File: src/rtl/hmul_pkg.sv
package hmul_pkg;

  localparam int OP_W    = 16;
  localparam int PROD_W  = 2 * OP_W;
  localparam int LEAF_W  = 4;
  localparam int QUADS   = 4;

  // Recombine four half-width products: hh<<2n + (lh+hl)<<n + ll
  function automatic logic [PROD_W-1:0] merge_quads(
    input logic [PROD_W-1:0] ll,
    input logic [PROD_W-1:0] lh,
    input logic [PROD_W-1:0] hl,
    input logic [PROD_W-1:0] hh,
    input int                n
  );
    return (hh << (2 * n)) + (lh << n) + (hl << n) + ll;
  endfunction

  // Shift-and-add reference, used only by the checker
  function automatic logic [PROD_W-1:0] ref_shift_add(
    input logic [OP_W-1:0] a,
    input logic [OP_W-1:0] b
  );
    logic [PROD_W-1:0] acc;
    acc = '0;
    for (int i = 0; i < OP_W; i++) begin
      if (b[i]) acc = acc + ({{OP_W{1'b0}}, a} << i);
    end
    return acc;
  endfunction

endpackage

File: src/rtl/mul_adder_bit.sv
module mul_adder_bit #(
  parameter bit HALF = 1'b0
) (
  input  logic x,
  input  logic y,
  input  logic ci,
  output logic s,
  output logic co
);

  if (HALF) begin : g_half
    logic unused_ci;
    assign unused_ci = ci;
    assign s  = x ^ y;
    assign co = x & y;
  end else begin : g_full
    logic xy;
    assign xy = x ^ y;
    assign s  = xy ^ ci;
    assign co = (x & y) | (xy & ci);
  end

endmodule

File: src/rtl/mul_leaf.sv
module mul_leaf #(
  parameter int N = 4
) (
  input  logic [N-1:0]   a,
  input  logic [N-1:0]   b,
  output logic [2*N-1:0] p
);

  for (genvar r = 0; r < N; r++) begin : row
    logic cout;
    for (genvar j = 0; j < N; j++) begin : col
      logic s;
      logic co;
      if (r == 0) begin : g_init
        assign s  = a[j] & b[0];
        assign co = 1'b0;
      end else begin : g_add
        logic x, y, ci;
        assign x = a[j] & b[r];
        if (j < N - 1) begin : g_y_sum
          assign y = row[r-1].col[j+1].s;
        end else begin : g_y_carry
          assign y = row[r-1].cout;
        end
        if (j == 0) begin : g_ci0
          assign ci = 1'b0;
        end else begin : g_cin
          assign ci = col[j-1].co;
        end
        mul_adder_bit #(.HALF(j == 0)) u_add (
          .x (x), .y (y), .ci (ci), .s (s), .co (co)
        );
      end
    end
    assign cout = col[N-1].co;
    assign p[r] = col[0].s;
  end

  for (genvar j = 1; j < N; j++) begin : g_hi
    assign p[N-1+j] = row[N-1].col[j].s;
  end
  assign p[2*N-1] = row[N-1].cout;

endmodule

File: src/rtl/mul_quad8.sv
module mul_quad8
  import hmul_pkg::*;
(
  input  logic [2*LEAF_W-1:0] a,
  input  logic [2*LEAF_W-1:0] b,
  output logic [4*LEAF_W-1:0] p
);

  localparam int HW = LEAF_W;
  localparam int PW = 2 * LEAF_W;

  logic [PW-1:0] sub [QUADS];

  // quad index bit1 selects a half, bit0 selects b half
  for (genvar q = 0; q < QUADS; q++) begin : g_leaf
    logic [HW-1:0] ai, bi;
    assign ai = q[1] ? a[2*HW-1:HW] : a[HW-1:0];
    assign bi = q[0] ? b[2*HW-1:HW] : b[HW-1:0];
    mul_leaf #(.N(HW)) u_leaf (.a(ai), .b(bi), .p(sub[q]));
  end

  logic [PROD_W-1:0] merged;
  logic [PROD_W-4*HW-1:0] unused_hi;
  assign merged = merge_quads(PROD_W'(sub[0]), PROD_W'(sub[1]),
                              PROD_W'(sub[2]), PROD_W'(sub[3]), HW);
  assign {unused_hi, p} = merged;

endmodule

File: src/rtl/hmul16.sv
module hmul16
  import hmul_pkg::*;
(
  input  logic [15:0] op_a,
  input  logic [15:0] op_b,
  output logic [31:0] product
);

  localparam int HW = OP_W / 2;

  logic [OP_W-1:0] sub [QUADS];

  for (genvar q = 0; q < QUADS; q++) begin : g_unit
    logic [HW-1:0] ai, bi;
    assign ai = q[1] ? op_a[OP_W-1:HW] : op_a[HW-1:0];
    assign bi = q[0] ? op_b[OP_W-1:HW] : op_b[HW-1:0];
    mul_quad8 u_unit (.a(ai), .b(bi), .p(sub[q]));
  end

  // named sub-products for the checker
  logic [OP_W-1:0] prod_ll, prod_lh, prod_hl, prod_hh;
  assign prod_ll = sub[0];
  assign prod_lh = sub[1];
  assign prod_hl = sub[2];
  assign prod_hh = sub[3];

  assign product = merge_quads(PROD_W'(prod_ll), PROD_W'(prod_lh),
                               PROD_W'(prod_hl), PROD_W'(prod_hh), HW);

endmodule

File: config.mk
export PLATFORM = sky130hd
export DESIGN_NAME = hmul16
export DESIGN_NICKNAME = d
export VERILOG_FILES = /design/src/rtl/hmul_pkg.sv /design/src/rtl/mul_adder_bit.sv /design/src/rtl/mul_leaf.sv /design/src/rtl/mul_quad8.sv /design/src/rtl/hmul16.sv
export SDC_FILE = /design/constraint.sdc
export NUM_CORES = 1
export LEC_CHECK = 0
export ABC_AREA = 1
export BUFFER_PORTS_ARGS = -buffer_cell sky130_fd_sc_hd__buf_2
export CORE_MARGIN = 10
export CORE_UTILIZATION = 50
export DETAILED_ROUTE_END_ITERATION = 6
export PLACE_DENSITY = 0.79
export SETUP_SLACK_MARGIN = 0.1
export SLEW_MARGIN = 40
export SYNTH_ARGS = -nofsm -noshare
export SYNTH_HDL_FRONTEND = slang
export SYNTH_SLANG_ARGS = --single-unit
File: constraint.sdc
create_clock -name vclk -period 19.5
set_clock_uncertainty 0.1 [all_clocks]
set_input_delay 0.975 -clock vclk [all_inputs]
set_output_delay 0.975 -clock vclk [all_outputs]
set_load 0.1 [all_outputs]
==> metrics.md <==
| Metric | Value |
|---|---|
| Worst-Margin Slew | 0.504 ns |
| Via-per-instance ratio | around 4.8 |
| Syn_area_per_cell | 6.90 µm² |
| Status | finished clean |
| Post-Syn Instances | 1,403 |
| Final hold violation count | 0 |
| CTS Hold Bufs | 0 |
| Data arrival, critical path | 8.77 ns |
| RePlAce Congestion | around 0.91 |
| Setup total negative slack | 0 ns |
| Post-Synthesis Net Count | 1,728 |
| RSZ-0062 raised after global routing | false |
| Commonest non-fill, non-tap cell in the layout | inv_1 |
| Highest clock rate | 0.102 GHz |
| Setup Crit Path Kind | input port to output port |
| Chip Width | 159 µm |
| Share of the synthesized area in the top cell type | 37.4% |
| Post-synthesis instance area | around 9700 µm² |
| Top cell type by total area after synthesis | fa_1 |
| Grt met2 use | 31.5% |
| Critical path startpoint | op_a[1] |
| Max cap viols | 0 |
| Hold Path Class | input port to output port |
| Layout area overhead | 3.90% |
| Met3 usage | 2.01% |
| Core area | 18,900 µm² |
| CP endpoint kind | output port |
| Worst Path Max Fanout | 16 |
| Critical path's slowest cell | fa_1 |
| WL final | 21,500 µm |
| Starting Density | 51.3% |
| Buffers on Ports | 64 |
| # clk buffers | 0 |
| Synth area leaders | fa_1, inv_1, nand2_1, ha_1, clkbuf_1 |
| Final setup vio count | 0 |
| Detail Route Antenna Nets | 0 |
| DP HPWL | 18,800 µm |
| Initial antenna violation count | 1 |
| All-Layer GR Usage | between 10% and 20% |
| GR peak layer | met2 |
| Met1 global-route usage | 22.3% |
| Vias in the first global route | between 8k and 9k |
| Global-route wire length before repair | 38,500 µm |
| Yosys cell types | 31 |
| Layout cell share with drive strength beyond 1 | 6.29% |
| Total Nets Final | 1,726 |
| # rows | 50 |
| Final non-filler cell total | 1,660 |
| Largest net degree at the start of global routing | 17 |
| Slew Limit Fails | 0 |
| Sequential cell count | 0 |
| Grt ovf | 0 |
| Period utilization | 50.5% |
| Largest stage delay on the critical path | 0.53 ns |
| Via count | 8,008 |
| Most used cell along the critical path | inv_1 |
| Resized cells post-CTS | 0 |
| Synthesis Warnings | 0 |
| I/O pin cnt | 64 |
| Setup crit end | product[22] |
| Fillers | 1,817 |
| Post-synthesis sequential area ratio | 0% |
| FF+latch area | 0 µm² |
| Slew margin rel. | 66.6% |
| DIE AREA | 25,300 µm² |
| Die Y | 159 µm |
| DR pass1 iterations | 5 |
| Wire per inst | 13.0 µm |
| # placed instances | 1,659 |
| WP data required | 18.43 ns |
| Post-CTS Setup Bufs | 0 |
| Drc violations | 0 |
| DRT iter0 DRCs | roughly 570 |
| Most frequent cells in the layout | inv_1, nand2_1, fa_1 |
| Min Tclk post-route | 9.84 ns |
| Critical Path Source Type | input port |
-- Yosys cell counts --
library cell	n
o2111ai_1	2
a21oi_1	34
a31o_2	1
o21bai_1	1
o21ai_0	8
nand4_1	11
o221ai_1	1
o21ai_2	1
and3_1	1
nand3_1	36
a21oi_2	2
nand3b_1	1
buf_4	4
fa_1	181
clkbuf_1	64
inv_2	2
o21ai_1	1
nor3_1	3
nand3_2	2
inv_1	446
xor2_1	26
nand2_2	9
xnor2_1	20
nor2_2	6
o211ai_1	2
a31oi_1	3
nand2_1	394
ha_1	112
a21o_1	1
nor3_2	1
nor2_1	27
-- cells by family (layout without fill, tap and decap cells) --
family,Yosys count,count (layout),synth area share (%)
AOI/OAI and AO/OA,57,57,3.36
xor gates and xnor gates,46,46,4.16
adders and majority gates,293,293,51.9
buffers and inverters,516,512,20.1
other,0,1,0
and+or+nand+nor,491,491,20.5
-- worst max-delay path: cells and delay by family --
family                   cells  cell delay (ns)
buffers and inverters       13             1.45
AO/OA/AOI/OAI                5             0.92
XOR/XNOR                     2             0.36
AND/OR/NAND/NOR              5             0.56
adder cells (fa/ha/maj)     12             4.50
-- stage by stage --
stage               setup WS (ns)  hold slack [ns]  utilization [%]  instance area (µm²)
floorplan                    9.09             2.31                -                 9690
global placement             9.79             2.46             53.3                10100
detailed placement           9.66             2.49             53.3                10100
CTS                          9.65             2.49             53.3                10100
global route                 9.07             2.52             53.3                10100
finish                       9.66             2.49             53.3                10100
-- worst min-delay path by stage --
| stage | slack, ns | start | cells past startpoint | endpoint |
|---|---|---|---|---|
| 2_1_floorplan | 2.31 | op_b[0] | 4 | product[0] |
| 3_3_place_gp | 2.46 | op_a[0] | 4 | product[0] |
| 3_5_place_dp | 2.49 | op_a[0] | 4 | product[0] |
| 4_1_cts | 2.49 | op_a[0] | 4 | product[0] |
| 5_1_grt | 2.52 | op_a[0] | 4 | product[0] |
| 6_report | 2.49 | op_a[0] | 4 | product[0] |
-- cell type report --
cell class	count	area, µm²	share of cell area [%]
Inverter	448	1680	16.7
Timing Repair Buffer	64	320	3.18
Tap cell	260	325	3.23
Multi-Input combinational cell	887	7730	76.9
Antenna cell	1	2.50	0.0249
-- layer usage --
| layer | vias to the layer above | routed length (µm) |
|---|---|---|
| met3 | 16 | 1120 |
| met4 | 0 | 223 |
| met2 | 193 | 10800 |
| met5 | - | 0 |
| li1 | 3946 | - |
| met1 | 3853 | 9370 |
Power is not shown: default switching activity piles up to over one toggle a cycle in this logic, so the estimate is an artifact.
